[src/rtl/afu_pkg.sv]
package afu_pkg;
    localparam int DATA_W  = 8;
    localparam int HALF_W  = DATA_W / 2;
    localparam int BIT_W   = $clog2(DATA_W);
    localparam int INSTR_W = DATA_W + 6;
    localparam int FLG_W   = 3;
    localparam int FLG_C   = 2;
    localparam int FLG_DC  = 1;
    localparam int FLG_Z   = 0;

    typedef enum logic [3:0] {
        OP_PASS_A, OP_PASS_W, OP_ZERO, OP_ADD, OP_SUB, OP_AND, OP_IOR,
        OP_XOR, OP_COM, OP_INC, OP_DEC, OP_ROL, OP_ROR, OP_SWAP,
        OP_BCLR, OP_BSET
    } alu_op_e;

    typedef enum logic [1:0] {SK_NONE, SK_ZERO, SK_BCLR, SK_BSET} skip_e;

    typedef struct packed {
        alu_op_e             op;
        logic                use_lit;
        logic                wr_w;
        logic                wr_f;
        logic [FLG_W-1:0]    mask;
        logic [BIT_W-1:0]    bit_idx;
        logic [DATA_W-1:0]   lit;
        skip_e               skip;
    } dec_t;

    typedef struct packed {
        logic [DATA_W-1:0] value;
        logic              carry;
        logic              half;
    } alu_t;

    typedef struct packed {
        logic c;
        logic dc;
        logic z;
        logic zero;
        logic skip;
    } stat_t;
endpackage

[src/rtl/afu_decode.sv]
module afu_decode
    import afu_pkg::*;
(
    input  logic [INSTR_W-1:0] instr,
    output dec_t               dec
);
    localparam logic [FLG_W-1:0] M_NONE = 3'b000;
    localparam logic [FLG_W-1:0] M_Z    = 3'b001;
    localparam logic [FLG_W-1:0] M_C    = 3'b100;
    localparam logic [FLG_W-1:0] M_ALL  = 3'b111;

    dec_t       dec_d;
    logic [3:0] code;
    logic       dbit;

    always_comb begin
        code          = instr[DATA_W+3:DATA_W];
        dbit          = instr[DATA_W-1];
        dec_d         = '0;
        dec_d.op      = OP_PASS_A;
        dec_d.skip    = SK_NONE;
        dec_d.mask    = M_NONE;
        dec_d.bit_idx = instr[DATA_W-1+BIT_W:DATA_W-1];
        dec_d.lit     = instr[DATA_W-1:0];
        unique case (instr[INSTR_W-1:INSTR_W-2])
            2'b00: begin
                if (code == 4'b0000) begin
                    if (dbit) begin
                        dec_d.op   = OP_PASS_W;
                        dec_d.wr_f = 1'b1;
                    end
                end else if (code == 4'b0001) begin
                    dec_d.op   = OP_ZERO;
                    dec_d.mask = M_Z;
                    dec_d.wr_f = dbit;
                    dec_d.wr_w = !dbit;
                end else begin
                    dec_d.wr_f = dbit;
                    dec_d.wr_w = !dbit;
                    case (code)
                        4'b0111: begin dec_d.op = OP_ADD;  dec_d.mask = M_ALL; end
                        4'b0010: begin dec_d.op = OP_SUB;  dec_d.mask = M_ALL; end
                        4'b0101: begin dec_d.op = OP_AND;  dec_d.mask = M_Z;   end
                        4'b0100: begin dec_d.op = OP_IOR;  dec_d.mask = M_Z;   end
                        4'b0110: begin dec_d.op = OP_XOR;  dec_d.mask = M_Z;   end
                        4'b1000: begin dec_d.op = OP_PASS_A; dec_d.mask = M_Z; end
                        4'b1001: begin dec_d.op = OP_COM;  dec_d.mask = M_Z;   end
                        4'b1010: begin dec_d.op = OP_INC;  dec_d.mask = M_Z;   end
                        4'b0011: begin dec_d.op = OP_DEC;  dec_d.mask = M_Z;   end
                        4'b1111: begin dec_d.op = OP_INC;  dec_d.skip = SK_ZERO; end
                        4'b1011: begin dec_d.op = OP_DEC;  dec_d.skip = SK_ZERO; end
                        4'b1101: begin dec_d.op = OP_ROL;  dec_d.mask = M_C;   end
                        4'b1100: begin dec_d.op = OP_ROR;  dec_d.mask = M_C;   end
                        default: dec_d.op = OP_SWAP;
                    endcase
                end
            end
            2'b01: begin
                unique case (instr[DATA_W+3:DATA_W+2])
                    2'b00: begin dec_d.op = OP_BCLR; dec_d.wr_f = 1'b1; end
                    2'b01: begin dec_d.op = OP_BSET; dec_d.wr_f = 1'b1; end
                    2'b10: dec_d.skip = SK_BCLR;
                    default: dec_d.skip = SK_BSET;
                endcase
            end
            2'b10: begin
                dec_d.op = OP_PASS_A;
            end
            default: begin
                dec_d.use_lit = 1'b1;
                casez (code)
                    4'b00??, 4'b01??: dec_d.wr_w = 1'b1;
                    4'b1000: begin dec_d.op = OP_IOR; dec_d.mask = M_Z; dec_d.wr_w = 1'b1; end
                    4'b1001: begin dec_d.op = OP_AND; dec_d.mask = M_Z; dec_d.wr_w = 1'b1; end
                    4'b1010: begin dec_d.op = OP_XOR; dec_d.mask = M_Z; dec_d.wr_w = 1'b1; end
                    4'b110?: begin dec_d.op = OP_SUB; dec_d.mask = M_ALL; dec_d.wr_w = 1'b1; end
                    4'b111?: begin dec_d.op = OP_ADD; dec_d.mask = M_ALL; dec_d.wr_w = 1'b1; end
                    default: dec_d.op = OP_PASS_A;
                endcase
            end
        endcase
    end

    assign dec = dec_d;

    always_comb begin
        p_one_dest_r1: assert (!(dec_d.wr_w && dec_d.wr_f))
            else $error("R1 both destinations selected");
        p_skip_noflag_r9: assert ((dec_d.skip == SK_NONE) || (dec_d.mask == M_NONE))
            else $error("R9 skip form updates flags");
    end
endmodule

[src/rtl/afu_alu.sv]
module afu_alu
    import afu_pkg::*;
(
    input  alu_op_e            op,
    input  logic [DATA_W-1:0]  opa,
    input  logic [DATA_W-1:0]  w_in,
    input  logic [BIT_W-1:0]   bit_idx,
    input  logic               c_in,
    output alu_t               res
);
    localparam logic [DATA_W-1:0] ONE = DATA_W'(1);

    alu_t              res_d;
    logic [DATA_W:0]   sum;
    logic [HALF_W:0]   hsum;
    logic [DATA_W-1:0] bmask;

    always_comb begin
        res_d       = '0;
        res_d.carry = c_in;
        sum         = '0;
        hsum        = '0;
        bmask       = ONE << bit_idx;
        case (op)
            OP_ADD: begin
                sum  = {1'b0, opa} + {1'b0, w_in};
                hsum = {1'b0, opa[HALF_W-1:0]} + {1'b0, w_in[HALF_W-1:0]};
                res_d.value = sum[DATA_W-1:0];
                res_d.carry = sum[DATA_W];
                res_d.half  = hsum[HALF_W];
            end
            OP_SUB: begin
                sum  = {1'b0, opa} + {1'b0, ~w_in} + {{DATA_W{1'b0}}, 1'b1};
                hsum = {1'b0, opa[HALF_W-1:0]} + {1'b0, ~w_in[HALF_W-1:0]}
                     + {{HALF_W{1'b0}}, 1'b1};
                res_d.value = sum[DATA_W-1:0];
                res_d.carry = sum[DATA_W];
                res_d.half  = hsum[HALF_W];
            end
            OP_AND:    res_d.value = opa & w_in;
            OP_IOR:    res_d.value = opa | w_in;
            OP_XOR:    res_d.value = opa ^ w_in;
            OP_PASS_W: res_d.value = w_in;
            OP_ZERO:   res_d.value = '0;
            OP_COM:    res_d.value = ~opa;
            OP_INC:    res_d.value = opa + ONE;
            OP_DEC:    res_d.value = opa - ONE;
            OP_ROL: begin
                res_d.value = {opa[DATA_W-2:0], c_in};
                res_d.carry = opa[DATA_W-1];
            end
            OP_ROR: begin
                res_d.value = {c_in, opa[DATA_W-1:1]};
                res_d.carry = opa[0];
            end
            OP_SWAP:   res_d.value = {opa[HALF_W-1:0], opa[DATA_W-1:HALF_W]};
            OP_BCLR:   res_d.value = opa & ~bmask;
            OP_BSET:   res_d.value = opa | bmask;
            default:   res_d.value = opa;
        endcase
    end

    assign res = res_d;
endmodule

[src/rtl/afu_status.sv]
module afu_status
    import afu_pkg::*;
(
    input  logic [FLG_W-1:0]  mask,
    input  skip_e             skip,
    input  logic [BIT_W-1:0]  bit_idx,
    input  alu_t              alu,
    input  logic              c_in,
    input  logic              dc_in,
    input  logic              z_in,
    output stat_t             stat
);
    stat_t stat_d;

    always_comb begin
        stat_d.zero = (alu.value == '0);
        stat_d.c    = mask[FLG_C]  ? alu.carry   : c_in;
        stat_d.dc   = mask[FLG_DC] ? alu.half    : dc_in;
        stat_d.z    = mask[FLG_Z]  ? stat_d.zero : z_in;
        unique case (skip)
            SK_ZERO: stat_d.skip = stat_d.zero;
            SK_BCLR: stat_d.skip = !alu.value[bit_idx];
            SK_BSET: stat_d.skip = alu.value[bit_idx];
            default: stat_d.skip = 1'b0;
        endcase
    end

    assign stat = stat_d;
endmodule

[src/rtl/afu_core.sv]
module afu_core
    import afu_pkg::*;
(
    input  logic [13:0] instr,
    input  logic [7:0]  w_in,
    input  logic [7:0]  f_in,
    input  logic        c_in,
    input  logic        dc_in,
    input  logic        z_in,
    output logic [7:0]  result,
    output logic        wr_w,
    output logic        wr_f,
    output logic [2:0]  flag_mask,
    output logic        c_out,
    output logic        dc_out,
    output logic        z_out,
    output logic        res_zero,
    output logic        skip_req
);
    dec_t              dec;
    alu_t              alu;
    stat_t             stat;
    logic [DATA_W-1:0] opa_d;

    afu_decode u_dec (.instr(instr), .dec(dec));

    always_comb opa_d = dec.use_lit ? dec.lit : f_in;

    afu_alu u_alu (
        .op(dec.op), .opa(opa_d), .w_in(w_in), .bit_idx(dec.bit_idx),
        .c_in(c_in), .res(alu)
    );

    afu_status u_stat (
        .mask(dec.mask), .skip(dec.skip), .bit_idx(dec.bit_idx), .alu(alu),
        .c_in(c_in), .dc_in(dc_in), .z_in(z_in), .stat(stat)
    );

    assign result    = alu.value;
    assign wr_w      = dec.wr_w;
    assign wr_f      = dec.wr_f;
    assign flag_mask = dec.mask;
    assign c_out     = stat.c;
    assign dc_out    = stat.dc;
    assign z_out     = stat.z;
    assign res_zero  = stat.zero;
    assign skip_req  = stat.skip;

    always_comb begin
        p_z_exact_r4: assert (!flag_mask[FLG_Z] || (z_out == (result == 8'h00)))
            else $error("R4 zero flag disagrees with result");
        p_keep_flags_r5: assert ((flag_mask[FLG_C] || c_out == c_in) &&
                                 (flag_mask[FLG_DC] || dc_out == dc_in) &&
                                 (flag_mask[FLG_Z] || z_out == z_in))
            else $error("R5 unmasked flag changed");
        p_rot_carry_r3: assert (flag_mask != 3'b100 ||
                                result == {f_in[6:0], c_in} || result == {c_in, f_in[7:1]})
            else $error("R3 rotate result not from file byte and carry");
        p_skip_noflag_r9: assert (!skip_req || flag_mask == 3'b000)
            else $error("R9 skip raised with flag update");
        p_no_out_write_r10: assert (instr[13:12] != 2'b10 || (!wr_w && !wr_f))
            else $error("R10 control word writes a register");
    end
endmodule

[config.mk]
export PLATFORM = sky130hd
export DESIGN_NAME = afu_core
export DESIGN_NICKNAME = d
export VERILOG_FILES = /design/src/rtl/afu_pkg.sv /design/src/rtl/afu_decode.sv /design/src/rtl/afu_alu.sv /design/src/rtl/afu_status.sv /design/src/rtl/afu_core.sv
export SDC_FILE = /design/constraint.sdc
export NUM_CORES = 1
export LEC_CHECK = 0
export CORE_MARGIN = 4
export CORE_UTILIZATION = 50
export DETAILED_ROUTE_END_ITERATION = 7
export GPL_TIMING_DRIVEN = 0
export PLACE_DENSITY = 0.83
export SYNTH_ARGS = -nofsm -noshare
export SYNTH_HDL_FRONTEND = slang
export SYNTH_SLANG_ARGS = --single-unit
[constraint.sdc]
create_clock -name vclk -period 9.88
set_clock_uncertainty 0.1 [all_clocks]
set_input_delay 1.482 -clock vclk [all_inputs]
set_output_delay 1.482 -clock vclk [all_outputs]
set_load 0.05 [all_outputs]
# [Yosys cells after proc, flatten, opt, wreduce, memory -nomap -nowiden]
# Index checks and enable logic that the tools add are counted.
[classes] bitwise=9 addsub=8 n_eq_ne=38 shift=1 reduce_logical=18 muxes=34 order_cmp=1
[ops] operator="case mux 8 bit (15 select lines)" n=1
[ops] operator="equality test 4 bit, second input constant" n=15
[ops] operator="case mux 4 bit (11 select lines)" n=1
[ops] operator="equality test 4 x 3 -> 1 bit, second input constant" n=8
[ops] operator="NOT 8 bit" n=3
[ops] operator="adder 8 x 8 -> 9 bit" n=2
[ops] operator="bitwise AND 8 bit" n=2
[ops] operator="equality test 4 x 2 -> 1 bit, second input constant" n=4
[ops] operator="OR 8 bit" n=2
[ops] operator="OR reduction 2 bit" n=8
[ops] operator="case mux 3 bit (5 select lines)" n=1
[ops] operator="OR reduction 7 bit" n=2
[ops] operator="case mux 3 bit (2 select lines)" n=2
[ops] operator="case mux 4 bit (3 select lines)" n=1
[ops] operator="two-way mux 1 bit" n=11
[ops] operator="adder 4 x 4 -> 5 bit" n=2
[ops] operator="adder 9 x 1 -> 9 bit, second input constant" n=1
[ops] operator="case mux 3 bit (3 select lines)" n=1
[ops] operator="adder 8 x 1 -> 8 bit, second input constant" n=1
[ops] operator="equality test 2 bit, second input constant" n=4
[ops] operator="equality test 4 x 1 -> 1 bit, second input constant" n=2
[ops] operator="logical NOT 8 bit" n=1
[ops] operator="two-way mux 4 bit" n=2
[ops] operator="two-way mux 8 bit" n=1
[ops] operator="20 further kinds" n=31
[totals] out_inout_bits=18 regBits=0 inputBits=33 elab_cells=109

# [Longest topological paths before layout]
# Gate-level depths: netlist of run 1.
[depth] ltp_word=12 depth_mapped=21 ltp_nobuf=18

# [Modules after synthesis]
# Synthesis of run 1 repeated with hierarchy kept, for this count alone.
[hier_totals] hier_cells=474 hier_area_um2=3218.1
[by_module_without_submodules] module="afu_alu" area_each_um2=2474.9 seq_area_each_um2=0.0 instances=1 cells_per_inst=380
[by_module_without_submodules] module="afu_decode" area_each_um2=474.2 seq_area_each_um2=0.0 instances=1 cells_per_inst=73
[by_module_without_submodules] module="afu_status" area_each_um2=137.6 seq_area_each_um2=0.0 instances=1 cells_per_inst=12
[by_module_without_submodules] module="afu_core" area_each_um2=131.4 seq_area_each_um2=0.0 instances=1 cells_per_inst=9

# [Worst setup path after synthesis of run 1]
# No wires, ideal clock.
[synth_timing] kind="input to output" startpoint="in instr[10]" endpoint="out z_out" path_slack_ps=2358 t_required_ps=8298 arrival_ps=5940 stages=21 n_path_buf=3 path_cell_list="buf_4 buf_4 nand2_2 or4_4 o221a_2 nand2_2 buf_2 nand3_1 inv_1 ha_1 nor2b_1 o31a_1 o21ai_0 nand2b_1 xnor2_1 o22ai_1 nor3_1 nand3_1 nor4_2 and2_4 mux2_4"
[synth_via] elab_chain_len=10 word_cells_on_any_way=55 cone_classes="eq/ne: 32; mux: 13; reduce/logical: 10"
[synth_rtl] item="start: declaration" line_no="afu_core.sv:4" rtl="input logic [13:0] instr,"
[synth_rtl] item="equality test 4 bit, or another cell as far along" line_no="afu_decode.sv:40" rtl="case (code)"
[synth_rtl] item="OR reduction 2 bit (no line)"
[synth_rtl] item="case mux 4 bit (11 select lines)" line_no="afu_decode.sv:40"
[synth_rtl] item="two-way mux 4 bit" line_no="afu_decode.sv:32" rtl="end else if (code == 4'b0001) begin"
[synth_rtl] item="two-way mux 4 bit" line_no="afu_decode.sv:27" rtl="if (code == 4'b0000) begin"
[synth_rtl] item="case mux 4 bit (3 select lines) *" line_no="afu_decode.sv:25" rtl="unique case (instr[INSTR_W-1:INSTR_W-2])"
[synth_rtl] item="equality test 4 bit, or another cell as far along" line_no="afu_alu.sv:24" rtl="case (op)"
[synth_rtl] item="case mux 8 bit (15 select lines) *" line_no="afu_alu.sv:24"
[synth_rtl] item="via result[6]" line_no="afu_core.sv:10" rtl="output logic [7:0] result,"
[synth_rtl] item="logical NOT 8 bit *" line_no="afu_status.sv:16" rtl="stat_d.zero = (alu.value == '0);"
[synth_rtl] item="via res_zero" line_no="afu_core.sv:17" rtl="output logic res_zero,"
[synth_rtl] item="two-way mux 1 bit *" line_no="afu_status.sv:19" rtl="stat_d.z = mask[FLG_Z] ? stat_d.zero : z_in;"
[synth_rtl] item="end: declaration" line_no="afu_core.sv:16" rtl="output logic z_out,"
# The timed path passes the listed nets; every way through them passes the cells marked *.

# [Worst setup path after layout of run 1]
[layout_timing] startpoint="in instr[11]" endpoint="out z_out"
[layout_via] elab_chain_len=10 word_cells_on_any_way=55 cone_classes="eq/ne: 32; mux: 13; reduce/logical: 10"
[layout_rtl] item="equality test 4 bit, or another cell as far along" line_no="afu_decode.sv:40"
[layout_rtl] item="OR reduction 2 bit (no line)"
[layout_rtl] item="case mux 4 bit (11 select lines)" line_no="afu_decode.sv:40"
[layout_rtl] item="two-way mux 4 bit" line_no="afu_decode.sv:32"
[layout_rtl] item="two-way mux 4 bit" line_no="afu_decode.sv:27"
[layout_rtl] item="case mux 4 bit (3 select lines)" line_no="afu_decode.sv:25"
[layout_rtl] item="equality test 4 bit, or another cell as far along" line_no="afu_alu.sv:24"
[layout_rtl] item="case mux 8 bit (15 select lines)" line_no="afu_alu.sv:24"
[layout_rtl] item="logical NOT 8 bit" line_no="afu_status.sv:16"
[layout_rtl] item="two-way mux 1 bit *" line_no="afu_status.sv:19"
# Every way passes the cells marked *; elsewhere a longest branch is shown, timed or not.

==> results.json, run 1 <==
{
  "synth_cell_types": 94,
  "fp.dieH_um": 87.7,
  "via_count": 4135,
  "min_period_over_period_pct": 95.5,
  "cp-start-kind": "input pin",
  "io_buffers": 48,
  "dieArea_um2": 7680,
  "syn-cell-area_um2": 3170,
  "critPathKind": "in -> out",
  "hpwl_um": 9630,
  "pin_count": 51,
  "core-area_um2": 6030,
  "ant_nets": 0,
  "avgSynthCellArea_um2": 6.97,
  "cpPeakStageDelay_ns": 0.79,
  "die_w_um": 87.7,
  "synth_mux_area_share_pct": 4.14,
  "seq_cells": 0,
  "multi_input_area_um2": 2890,
  "synth-simple-area-share_pct": 30.2,
  "crit_family": "simple AND/OR/NAND/NOR gates",
  "seq_area_frac_synth_pct": 0,
  "drt_first_pass_iters": 6,
  "cts_resized": 0,
  "p_leak_nw": 1.45,
  "synth_warnings": 0,
  "post-route-min-period_ns": 9.44,
  "max_slew_margin_pct": 36.2,
  "gp_congestion": 1.01,
  "crit_fanout": 10,
  "status": "finished, final reports clean",
  "final-seq-area_um2": 0,
  "area_growth_pct": 18.1,
  "hold_slack_ns": 3.89,
  "drt_iter0_drc": 796,
  "rsz0062_at_grt": "no",
  "maxCapViolations": 0,
  "finalMaxSlewViolations": 0,
  "synthesis.nets": 514,
  "slowest_stage": "clkdlybuf4s50_1",
  "grt_pass1_wl_um": 19600,
  "endpoint_kind": "output pin",
  "drive_gt1_share_pct": 12.7,
  "postCtsSetupBuffers": 0,
  "crit_required_ns": 8.30,
  "grt_max_degree": 12,
  "hp-class": "in -> out",
  "drcViolationCount": 0,
  "clock_buffers": 0,
  "n_antenna_cell": 0,
  "p_per_area_nw_per_um2": 79.6,
  "synthCells": 455,
  "worstPathArrival_ns": 7.85,
  "gr-total-overflow": 0,
  "cp.buffers_inverters": 6,
  "setup_violations": 0,
  "ir_drop_mv": 0.0737,
  "path_cells": "clkdlybuf4s50_1 -> buf_4 -> buf_6 -> nand2_2 -> or4_4 -> o221a_2 -> nand2_2 -> buf_2 -> nand3_1 -> inv_1 -> ha_1 -> a21o_1 -> a31oi_1 -> xnor2_1 -> o211ai_1 -> o2111ai_1 -> nor4_1 -> nand4_1 -> nor4_2 -> and2_4 -> mux2_4 -> clkdlybuf4s50_1",
  "fillers": 583,
  "synth-compound-area-share_pct": 41.8,
  "grt_pass1_vias": 3928,
  "worst_pin_slew_ns": 0.950,
  "setup_tns_ns": 0,
  "final_nets": 564,
  "track_usage_pct": 31.4,
  "synth_top_family_by_area": "compound AO/OA/AOI/OAI gates",
  "grt_antenna_before_repair": 0,
  "vias_per_cell": 7.15,
  "synth_xor_area_share_pct": 3.86,
  "synth_fa_ha_area_share_pct": 11.0,
  "ctsHoldBuffers": 0,
  "initial_core_util_pct": 52.7,
  "rows": 28,
  "wl_per_cell_um": 21.4,
  "max_freq_ghz": 0.106,
  "wl_um": 12400,
  "finalHoldViolCount": 0
}
==> cells in the final DEF, fill, tap and decap left out, types with 6 or more instances in the layout <==
master / Yosys / routed
a211oi_1: 7 / 7
a21oi_1: 41 / 41
a31oi_1: 6 / 6
buf_2: 8 / 8
buf_4: 6 / 6
clkbuf_1: 10 / 10
clkdlybuf4s50_1: 0 / 48
ha_1: 23 / 23
inv_1: 24 / 24
mux2i_1: 6 / 6
nand2_1: 32 / 32
nand2b_1: 8 / 8
nand3_1: 20 / 20
nor2_1: 37 / 37
nor2b_1: 7 / 7
nor3_1: 14 / 14
o211ai_1: 15 / 15
o21ai_0: 29 / 29
o22ai_1: 6 / 6
xnor2_1: 12 / 12
==> cell usage after synthesis (all sizes together), types with 10 or more instances <==
cell type,instances,area (um2)
a21oi,45,240
nor2,39,151
nand2,35,139
o21ai,33,169
inv,24,90.1
ha,23,288
nand3,21,110
buf,20,156
nor3,16,96.4
o211ai,16,125
xnor2,12,105
clkbuf,10,37.5
==> per-stage QoR <==
step / power, mW / instances / setup slack [ns] / area, um2 / util (%)
2_1_floorplan: 0.202 / 455 / 2.36 / 3170 / -
3_3_place_gp: 0.284 / 578 / 0.750 / 3750 / 62.2
3_5_place_dp: 0.288 / 578 / 0.753 / 3750 / 62.2
4_1_cts: 0.289 / 578 / 0.709 / 3750 / 62.2
5_1_grt: 0.314 / 578 / 0.400 / 3750 / 62.2
6_report: 0.298 / 578 / 0.444 / 3750 / 62.2
==> cells by family after synthesis <==
kind of cell / Yosys count
and+or+nand+nor: 171
AOI/OAI and AO/OA: 179
buffers and inverters: 54
adders and majority gates: 26
xor gates and xnor gates: 14
muxes: 11
==> power breakdown <==
| part | switching, mW | leakage [nW] | internal, mW |
|---|---|---|---|
| Sequential | 0 | 0 | 0 |
| Clock | 0 | 0 | 0 |
| Combinational | 0.190 | 1.45 | 0.108 |
==> layer usage <==
layer | vias up | track usage (%) | wire [um]
met5 | - | 0 | 0
met4 | 0 | 9.90 | 453
met3 | 64 | 7.71 | 1750
met2 | 373 | 49.2 | 5210
met1 | 1852 | 42.2 | 4970
li1 | 1846 | - | -
==> final timing paths <==
path	startpoint	end	cells after the start
hold / removal	instr[7]	wr_f	4
setup / recovery	instr[11]	z_out	22
==> area by class of cell <==
type                            instances  area share [%]
Buffer                                 30            5.18
Inverter                               24            2.40
Multi-Input combinational cell        401            77.1
Tap cell                               75            2.50
Timing Repair Buffer                   48            12.8
No activity file was read; power rests on OpenSTA's default activity.
==> run 2: changes to the inputs <==
- PLACE_DENSITY: 0.83 -> 0.86
- clock period: 9.88 -> 8.1 ns (I/O delays scaled with it)
==> results.json, run 2 (same netlist as run 1, synthesis figures left out) <==
{
  "route.met2.wl_um": 5550,
  "area_growth_pct": 19.2,
  "rows": 28,
  "path_depth": 23,
  "endpoint_kind": "output pin",
  "io_buffers": 48,
  "gr-total-overflow": 0,
  "ant_nets": 0,
  "multi_input_area_um2": 2920,
  "cp-start-kind": "input pin",
  "crit_fanout": 10,
  "drive_gt1_share_pct": 14.7,
  "fp.dieH_um": 87.7,
  "finalHoldViolCount": 0,
  "cp.buffers_inverters": 6,
  "max_freq_ghz": 0.128,
  "grt_antenna_before_repair": 0,
  "vias_per_cell": 7.28,
  "final_nets": 565,
  "hp-class": "in -> out",
  "worstPathArrival_ns": 6.50,
  "clock_buffers": 0,
  "grt_max_degree": 12,
  "status": "finished, final reports clean",
  "core-area_um2": 6030,
  "crit_family": "simple AND/OR/NAND/NOR gates",
  "drt_first_pass_iters": 7,
  "ir_drop_mv": 0.0740,
  "dieArea_um2": 7680,
  "worst_pin_slew_ns": 0.966,
  "p_leak_nw": 1.45,
  "fillers": 540,
  "final_common_cell": "clkdlybuf4s50_1",
  "finalMaxSlewViolations": 0,
  "setup_violations": 0,
  "n_antenna_cell": 0,
  "maxCapViolations": 0,
  "ctsHoldBuffers": 0,
  "grt_pass1_vias": 3908,
  "path_common_cell": "nand2_2",
  "via_count": 4216,
  "initial_core_util_pct": 52.7,
  "pin_count": 51,
  "layout_common_cells": "clkdlybuf4s50_1 (45), a21oi_1 (41), nor2_1 (37)",
  "wl_um": 12900,
  "rsz0062_at_grt": "no",
  "max_slew_margin_pct": 35.1,
  "cpPeakStageDelay_ns": 0.50,
  "wl_met3_um": 1830,
  "placed_cells": 578,
  "crit_required_ns": 6.78,
  "min_period_over_period_pct": 96.4,
  "top_layer_used": "met4",
  "drcViolationCount": 0,
  "wirelength_met1_um": 5040,
  "p_per_area_nw_per_um2": 97.7,
  "grt_pass1_wl_um": 20000,
  "hpwl_um": 9840,
  "track_usage_pct": 32.4,
  "slowest_stage": "clkdlybuf4s50_1",
  "drt_iter0_drc": 786,
  "final-seq-area_um2": 0,
  "die_w_um": 87.7,
  "post-route-min-period_ns": 7.81,
  "whs_path_depth": 6,
  "path_cells": "clkdlybuf4s50_1 -> buf_4 -> buf_6 -> nand2_2 -> or4_4 -> o221a_2 -> nand2_2 -> clkbuf_4 -> nand3_2 -> inv_2 -> ha_1 -> nor2b_1 -> o31a_1 -> o21ai_0 -> nand2b_1 -> xnor2_1 -> o22ai_1 -> nor3_2 -> nand3_1 -> nor4_2 -> and2_4 -> mux2_4 -> clkdlybuf4s15_2",
  "gp_congestion": 1.04,
  "stdcell_count": 579,
  "critPathKind": "in -> out",
  "seq_cells": 0,
  "wl_per_cell_um": 22.3,
  "p_total_mw": 0.370
}
run 2: cell types whose count changed in the layout (fill, tap and decap cells not counted), moves of 2 or more:
| cell | previous run | this run |
|---|---|---|
| clkdlybuf4s50_1 | 48 | 45 |
| nor4_2 | 2 | 4 |
| mux2i_2 | 0 | 2 |
| mux2i_1 | 6 | 4 |
| nor4_1 | 5 | 3 |
run 2: path summary, 6_finish.rpt:
path      start       end
max   instr[11]     z_out
min   instr[10]  skip_req
run 2: final cells by class:
type / count / share of cell area, %
multi-input combinational: 401 / 77.1
buffer: 30 / 5.19
timing repair buffer: 49 / 12.8
tap: 75 / 2.48
inverter: 24 / 2.38
run 2: where the power goes:
group	leakage, nW	switching [mW]	internal, mW
clock network	0	0	0
registers	0	0	0
logic	1.45	0.235	0.134
total	1.45	0.235	0.134
run 2: per-stage QoR:
stage	setup TNS [ns]	instance area (um2)	worst slack (ns)	utilization, %	hold WS, ns
6_report	0	3780	0.290	62.8	3.15
3_3_place_gp	-1.10	3750	-0.439	62.2	3.33
4_1_cts	0	3750	0.0335	62.3	3.29
2_1_floorplan	0	3170	1.11	-	2.55
5_1_grt	0	3780	0.0125	62.8	3.21
3_5_place_dp	-1.16	3750	-0.460	62.2	3.34
run 2: layer usage:
metal  track usage [%]  vias up
met5                 0        -
met4              10.5        0
met3              6.11       70
met2              49.2      362
met1              46.0     1923
li1                  -     1861
run 2: worst min-delay path, stage by stage:
cell	delay (ns)
buf_4	0.13
buf_4	0.19
nor3b_1	0.07
o211ai_1	0.07
nand4_1	0.10
clkbuf_2	0.25
run 2: what timing repair did:
item	4_1_cts	5_1_grt
gates cloned	0	0
buffers inserted	0	1
gates resized for setup	6	10
endpoints found under the setup margin	3	3
pin swaps	0	1
